$ cat src/rtl/uart_os_rx.sv
module uart_os_rx #(
  parameter int DATA_BITS = 8,
  parameter int OVS       = 8
) (
  input  logic                 clk,
  input  logic                 rst_n,
  input  logic                 tick8,
  input  logic                 rx_line,
  output logic [DATA_BITS-1:0] rx_byte,
  output logic                 rx_valid
);
  localparam int SPC_W = (OVS > 1) ? $clog2(OVS) : 1;
  localparam int IDX_W = (DATA_BITS > 1) ? $clog2(DATA_BITS) : 1;
  localparam logic [SPC_W-1:0] SPC_LAST = SPC_W'(OVS - 1);
  localparam logic [IDX_W-1:0] IDX_LAST = IDX_W'(DATA_BITS - 1);

  typedef enum logic [1:0] {S_IDLE, S_DATA, S_STOP} st_t;

  logic [1:0]       sync_q;
  logic [1:0]       flt_cnt;
  logic             line_f;
  st_t              st;
  logic [SPC_W-1:0] spc;
  logic [IDX_W-1:0] idx;

  wire boundary = (spc == SPC_LAST);
  wire line_s   = sync_q[1];

  always_ff @(posedge clk)
    if (!rst_n)     sync_q <= 2'b11;
    else if (tick8) sync_q <= {sync_q[0], rx_line};

  always_ff @(posedge clk)
    if (!rst_n) begin
      flt_cnt <= 2'd3;
      line_f  <= 1'b1;
    end else if (tick8) begin
      if (line_s && flt_cnt != 2'd3)       flt_cnt <= flt_cnt + 2'd1;
      else if (!line_s && flt_cnt != 2'd0) flt_cnt <= flt_cnt - 2'd1;
      if (flt_cnt == 2'd0)      line_f <= 1'b0;
      else if (flt_cnt == 2'd3) line_f <= 1'b1;
    end

  always_ff @(posedge clk)
    if (!rst_n || st == S_IDLE) spc <= '0;
    else if (tick8)             spc <= spc + 1'b1;

  always_ff @(posedge clk)
    if (!rst_n) begin
      st      <= S_IDLE;
      idx     <= '0;
      rx_byte <= '0;
    end else if (tick8) begin
      case (st)
        S_IDLE: if (!line_f) begin
          st  <= S_DATA;
          idx <= '0;
        end
        S_DATA: if (boundary) begin
          rx_byte <= {line_f, rx_byte[DATA_BITS-1:1]};
          if (idx == IDX_LAST) st <= S_STOP;
          else                 idx <= idx + 1'b1;
        end
        S_STOP: if (boundary) st <= S_IDLE;
        default: st <= S_IDLE;
      endcase
    end

  always_ff @(posedge clk)
    if (!rst_n) rx_valid <= 1'b0;
    else        rx_valid <= tick8 && (st == S_STOP) && boundary && line_f;
endmodule

$ cat config.mk
export PLATFORM = sky130hd
export DESIGN_NAME = uart_os_rx
export DESIGN_NICKNAME = d
export VERILOG_FILES = /design/src/rtl/uart_os_rx.sv
export SDC_FILE = /design/constraint.sdc
export NUM_CORES = 1
export LEC_CHECK = 0
export BUFFER_PORTS_ARGS = -buffer_cell sky130_fd_sc_hd__buf_2
export CORE_UTILIZATION = 35
export CTS_BUF_LIST = sky130_fd_sc_hd__clkbuf_16
export DETAILED_ROUTE_END_ITERATION = 8
export RECOVER_POWER = 50
export SYNTH_ARGS = -nofsm -noshare
export SYNTH_HDL_FRONTEND = slang
export SYNTH_SLANG_ARGS = --single-unit
export TNS_END_PERCENT = 1
$ cat constraint.sdc
create_clock -name clk -period 1.45 [get_ports clk]
set_input_delay 0.145 -clock clk [delete_from_list [all_inputs] [get_ports clk]]
set_output_delay 0.145 -clock clk [all_outputs]
set_load 0.005 [all_outputs]
==> flow_metrics.py, run 1 <==
metrics = {
    "yosys": {
        "synth_xor_area_share_pct": 0.8883,
        "synthCells": 102,
        "synth-simple-area-share_pct": 23.22,
        "synth_compound_area_share_pct": 15.36,
        "synth_top_family_by_area": "simple AND/OR/NAND/NOR gates",
        "ys_seq_area_share_pct": 44.67,
        "synth_seq_cells": 22,
        "synth_fa_ha_area_share_pct": 7.614,
        "yosysUniqueCellTypes": 31,
        "synth.area.mux_share_pct": 5.076,
        "synth_nets": 112,
        "syn_area_per_cell_sq_um": 9.666,
        "synth_edf_count": 0,
        "syn_area_sq_um": 985.9,
        "async_flop_share_pct": 0,
        "synth_warnings": 0,
        "synth_flop_cell": "dfxtp_1",
    },
    "setup_path": {
        "worst_setup_path_end_kind": "register",
        "r2r_start": "idx[0]$_SDFFE_PN0P_",
        "crit_family": "adder cells",
        "crit_start": "idx[0]$_SDFFE_PN0P_",
        "worst_setup_path_start_kind": "register",
        "cpPeakStageDelay_ps": 330,
        "critPathBufInv": 0,
        "path_class": "reg2reg",
        "arrival_ps": 1550,
        "crit_fanout": 3,
        "crit_path_top_delay_cell": "dfxtp_1",
        "critical_path.cell_chain": "ha_1 > ha_1 > and3b_2 > o21ai_2 > a32o_1",
        "crit_top_cell": "ha_1",
        "required_ps": 1600,
    },
    "timing": {
        "setup_violations": 0,
        "fmax_mhz": 712.9,
        "rsz0062_at_grt": "yes",
        "final.period_utilization_pct": 96.75,
        "hold_viol_final": 0,
        "timing.slew.headroom_pct": 77.69,
        "tns_ps": 0,
        "min_period_ps": 1403,
        "worst_slew_pin_slew_ps": 334.7,
        "skew_ps": 4.745,
        "slew_violations": 0,
    },
    "drt": {
        "drc_errors": 0,
        "via_count": 763,
        "vias_per_cell": 5.121,
        "drt_iter0_drc": 14,
        "routed_wl_um": 1712,
        "final_antenna_net_count": 0,
        "drt_pre_antenna_iters": 4,
        "wl_per_cell_um": 11.49,
    },
    "hold_path": {
        "min-delay-start": "rx_line",
        "hold_path.class": "in2reg",
    },
    "cts": {
        "path_clk_slew_ps": 60,
        "ctsResizeCount": 0,
        "root_buffer": "clkbuf_16",
        "cts_sinks": 22,
        "cts_max_path_buffers": 2,
        "clkLatencyLatePin_ps": 250,
        "cts_max_level": 1,
        "numCtsBuffers": 3,
        "postCtsHoldBufs": 0,
        "cts_tree": "done",
        "post_cts_buffers": 0,
    },
    "global_routing": {
        "grt_pass1_vias": 631,
        "grt_use_total_pct": 12.62,
        "grt_pass1_wl_um": 2677,
        "grt_overflow": 0,
        "grt_max_degree": 23,
        "antenna_found_initial": 0,
    },
    "placed_design": {
        "gp_congestion": 0.6942,
        "place_inst": 146,
        "dpl.hpwl_um": 1202,
        "portBuffers": 12,
        "postPlaceCellArea_sq_um": 1109,
    },
    "status": {
        "status": "completed",
    },
    "final_layout": {
        "nets": 131,
        "layout.cells.non_filler": 149,
        "num_antenna_cells": 0,
        "synthToLayoutAreaGrowth_pct": 21.95,
        "post_route_cells_drive_above_1_share_pct": 16.81,
        "final_area_sq_um": 1202,
        "fill_cells": 260,
    },
    "pwr": {
        "peakVddDrop_mv": 0.7052,
        "p_int_mw": 1.026,
        "swShare_pct": 20.45,
        "pwr-share-seq_pct": 49.4,
        "p_comb_share_pct": 6.7,
        "power_density_nw_per_um2": 1073,
        "clkPwrFrac_pct": 43.8,
        "leakagePower_nw": 0.5085,
        "power.switching_mw": 0.2638,
    },
    "die": {
        "die_area_sq_um": 3033,
        "ios": 13,
        "die_y_um": 55.08,
        "core-area_sq_um": 2567,
        "rows": 18,
        "initial_utilization_pct": 38.40,
        "die_x_um": 55.08,
    },
    "run": {
        "maxCapViolations": 0,
    },
}
==> cells in the mapped netlist (2+ instances only) <==
cell / number / area (sq um)
dfxtp_1: 22 / 440.4
nand2_1: 20 / 75.07
a21boi_1: 8 / 60.06
ha_1: 6 / 75.07
mux2i_1: 5 / 50.05
o21ai_0: 5 / 25.02
nor2_1: 4 / 15.01
inv_1: 3 / 11.26
a21oi_1: 2 / 10.01
a32o_1: 2 / 20.02
and4b_1: 2 / 20.02
clkbuf_1: 2 / 7.510
nor2b_1: 2 / 12.51
nor3_1: 2 / 10.01
==> layout by cell type, fill, tap and decap left out, drive strengths merged <==
| cell | instances |
|---|---|
| inv | 3 |
| nor2 | 4 |
| nor3 | 2 |
| a32o | 2 |
| o211ai | 1 |
| ha | 6 |
| and3b | 1 |
| nand2b | 1 |
| a22oi | 1 |
| and4b | 2 |
| nor4b | 2 |
| a21boi | 9 |
| nor3b | 1 |
| o21ai | 6 |
| clkbuf | 10 |
| and3 | 1 |
| nand3b | 1 |
| nand4 | 1 |
| xnor2 | 1 |
| mux2i | 5 |
| nor2b | 2 |
| buf | 11 |
| nand2 | 20 |
| a21oi | 2 |
| nand4b | 1 |
| a31o | 1 |
| dfxtp | 22 |
==> cells by family after synthesis <==
logic type | after synthesis
compound gates | 22
xor+xnor | 1
fa+ha+maj | 6
buf+inv | 7
flops | 22
mux | 5
simple gates | 39
==> registers in the layout, indices dropped and copies added, names as in the netlist <==
signal    count
flt_cnt       2
st            2
line_f        1
spc           3
rx_valid      1
rx_byte       8
idx           3
sync_q        2
==> routing by layer <==
layer  GRT usage [%]  part of all wire (%)  up-vias
li1                -                     -      392
met1           14.33                    50      352
met2           21.08                    44       15
met3           4.918                   4.4        4
met4           5.000                   1.5        0
met5               0                     0        -
==> cell type report <==
cell class	instances	area (sq um)	share of cell area, %
inverters	3	11.26	0.9365
flip-flops and latches	22	440.4	36.63
multi-input cells	73	543.0	45.16
repair buffers	18	95.09	7.908
well taps	30	37.54	3.122
clock buffers	3	75.07	6.244
==> power groups by stage <==
stage / clock network (mW) / registers, mW / logic, mW
floorplan: 0 / 0.646 / 0.0682
global placement: 0 / 0.649 / 0.0815
detailed placement: 0 / 0.651 / 0.0851
CTS: 0.584 / 0.637 / 0.0856
global route: 0.599 / 0.640 / 0.0960
finish: 0.565 / 0.638 / 0.0870
==> worst min-delay path: stages <==
cell     delay, ps
buf_2           70
mux2i_1         60
nand2_1         60
==> per-stage QoR <==
stage	hold slack [ps]	total power, mW	setup WS (ps)	utilization, %
after global routing	129.4	1.335	-21.73	46.83
after floorplan	273.4	0.7137	36.68	-
after global placement	362.6	0.7308	28.87	43.18
after detailed placement	377.1	0.7357	23.48	43.18
after CTS	118.7	1.307	12.84	46.10
final	119.5	1.290	47.19	46.83
==> final timing paths <==
kind	end	slack, ps	depth (start not counted)
setup / recovery	idx[2]$_SDFFE_PN0P_	50	5
hold / removal	sync_q[0]$_SDFFE_PN1P_	120	3
setup reg to reg	idx[2]$_SDFFE_PN0P_	50	5
hold reg to reg	rx_byte[0]$_SDFFE_PN0P_	450	2
(Power assumes the default switching activity.)
==> run 2, diff against run 1 <==
--- a/config.mk
+++ b/config.mk
@@ -7,7 +7,7 @@
 export LEC_CHECK = 0
 export BUFFER_PORTS_ARGS = -buffer_cell sky130_fd_sc_hd__buf_2
 export CORE_UTILIZATION = 35
-export CTS_BUF_LIST = sky130_fd_sc_hd__clkbuf_16
+export CTS_BUF_LIST = sky130_fd_sc_hd__clkbuf_8
 export DETAILED_ROUTE_END_ITERATION = 8
 export RECOVER_POWER = 50
 export SYNTH_ARGS = -nofsm -noshare
==> flow_metrics.py, run 2 (same netlist as run 1, synthesis figures left out) <==
metrics = {
    "drt": {
        "drc_errors": 0,
        "final_antenna_net_count": 0,
        "routed_wl_um": 1725,
        "drt_pre_antenna_iters": 3,
        "drt_iter0_drc": 6,
        "wl_per_cell_um": 11.58,
        "vias_per_cell": 5.141,
        "via_count": 766,
    },
    "setup_path": {
        "worst_setup_path_end_kind": "register",
        "required_ps": 1610,
        "path_class": "reg2reg",
        "arrival_ps": 1590,
        "crit_fanout": 3,
        "worst_setup_path_start_kind": "register",
    },
    "final_layout": {
        "num_antenna_cells": 0,
        "nets": 131,
        "mostFrequentLayoutCells": "dfxtp_1, nand2_1, a21boi_1, clkbuf_1, buf_4",
        "largest_register": "rx_byte",
        "fin_util_pct": 45.37,
        "layout_commonest_cell": "dfxtp_1",
        "post_route_cells_drive_above_1_share_pct": 15.97,
        "largest_reg_flops": 8,
        "synthToLayoutAreaGrowth_pct": 18.15,
        "reg_top3": "rx_byte: 8 flops, idx: 3 flops, spc: 3 flops",
    },
    "cts": {
        "numCtsBuffers": 3,
        "clkLatencyLatePin_ps": 260,
        "cts_max_path_buffers": 2,
        "cts_sinks": 22,
        "path_clk_slew_ps": 70,
        "cts_max_level": 1,
        "cts_tree": "done",
        "post_cts_buffers": 0,
        "root_buffer": "clkbuf_8",
    },
    "timing": {
        "skew_ps": 4.308,
        "fmax_mhz": 697.1,
        "worst_slew_pin_slew_ps": 337.0,
        "timing.slew.headroom_pct": 77.53,
        "setup_violations": 0,
        "hold_viol_final": 0,
        "fin_ws_ps": 15.54,
        "final.period_utilization_pct": 98.93,
        "min_period_ps": 1434,
        "rsz0062_at_grt": "yes",
        "slew_violations": 0,
    },
    "placed_design": {
        "dpl_worst_slack_ps": 23.48,
        "portBuffers": 12,
        "dpl.hpwl_um": 1202,
        "gp_congestion": 0.6942,
    },
    "global_routing": {
        "grt_use_total_pct": 12.85,
        "grt_overflow": 0,
        "grt_max_degree": 23,
        "grt_pass1_wl_um": 2691,
        "antenna_found_initial": 0,
        "grt_pass1_vias": 648,
    },
    "die": {
        "rows": 18,
        "initial_utilization_pct": 38.40,
        "ios": 13,
        "core-area_sq_um": 2567,
        "die_y_um": 55.08,
        "die_x_um": 55.08,
        "die_area_sq_um": 3033,
    },
    "pwr": {
        "leakagePower_nw": 0.4926,
        "peakVddDrop_mv": 0.4485,
        "power_density_nw_per_um2": 939.5,
    },
    "status": {
        "status": "completed",
    },
    "run": {
        "maxCapViolations": 0,
    },
    "hold_path": {
        "hold_path.class": "in2reg",
    },
}
[run 2: cell count changes in the layout (fill, tap and decap cells not counted)]
| cell | previous run | this run |
|---|---|---|
| clkbuf_16 | 3 | 0 |
| clkbuf_8 | 0 | 3 |
| o21ai_1 | 0 | 1 |
| o21ai_2 | 1 | 0 |
[run 2: cell type report]
class | instances | area, sq um
Clock buffer | 3 | 41.29
Tap cell | 30 | 37.54
Multi-Input combinational cell | 73 | 539.3
Timing Repair Buffer | 18 | 95.09
Inverter | 3 | 11.26
Fill cell | 265 | 1403
Sequential cell | 22 | 440.4
[run 2: where the power goes]
group          switching, mW  internal, mW  leakage, nW  total [mW]
Combinational         0.0435        0.0421        0.293      0.0856
Clock                  0.186         0.185       0.0216       0.372
Sequential            0.0181         0.619        0.178       0.637
[run 2: what timing repair did]
action	in CTS	in global routing
hold buffers	0	0
setup endpoints to repair	0	14
gates resized for setup	0	4
[run 2: critical path, cell delays in order, from the launching register on]
cell,delay [ps]
dfxtp_1,340
ha_1,200
ha_1,190
and3b_2,230
o21ai_1,100
a32o_1,270
[run 2: final timing paths]
check / from / end / slack, ps / depth (start not counted)
min reg2reg: rx_byte[0]$_SDFFE_PN0P_ / rx_byte[0]$_SDFFE_PN0P_ / 450 / 2
max: idx[0]$_SDFFE_PN0P_ / idx[2]$_SDFFE_PN0P_ / 20 / 5
max reg2reg: idx[0]$_SDFFE_PN0P_ / idx[2]$_SDFFE_PN0P_ / 20 / 5
min: rx_line / sync_q[0]$_SDFFE_PN1P_ / 110 / 3
[run 2: metal layers]
metal	track usage, %	wire length [um]	vias up
met3	3.279	67	5
met1	14.83	871	353
met5	0	0	-
met4	8.750	43	0
li1	-	-	395
met2	20.68	742	13
[run 2: per-stage QoR]
stage                     cells  hold slack [ps]  TNS, ps  total power [mW]  instance area (sq um)
after CTS                   149            102.0        0             1.113                   1150
after floorplan             102            273.4        0            0.7137                  985.9
after detailed placement    146            377.1        0            0.7357                   1109
after global placement      146            362.6        0            0.7308                   1109
after global routing        149            113.7   -136.8             1.145                   1165
final                       149            107.3        0             1.094                   1165
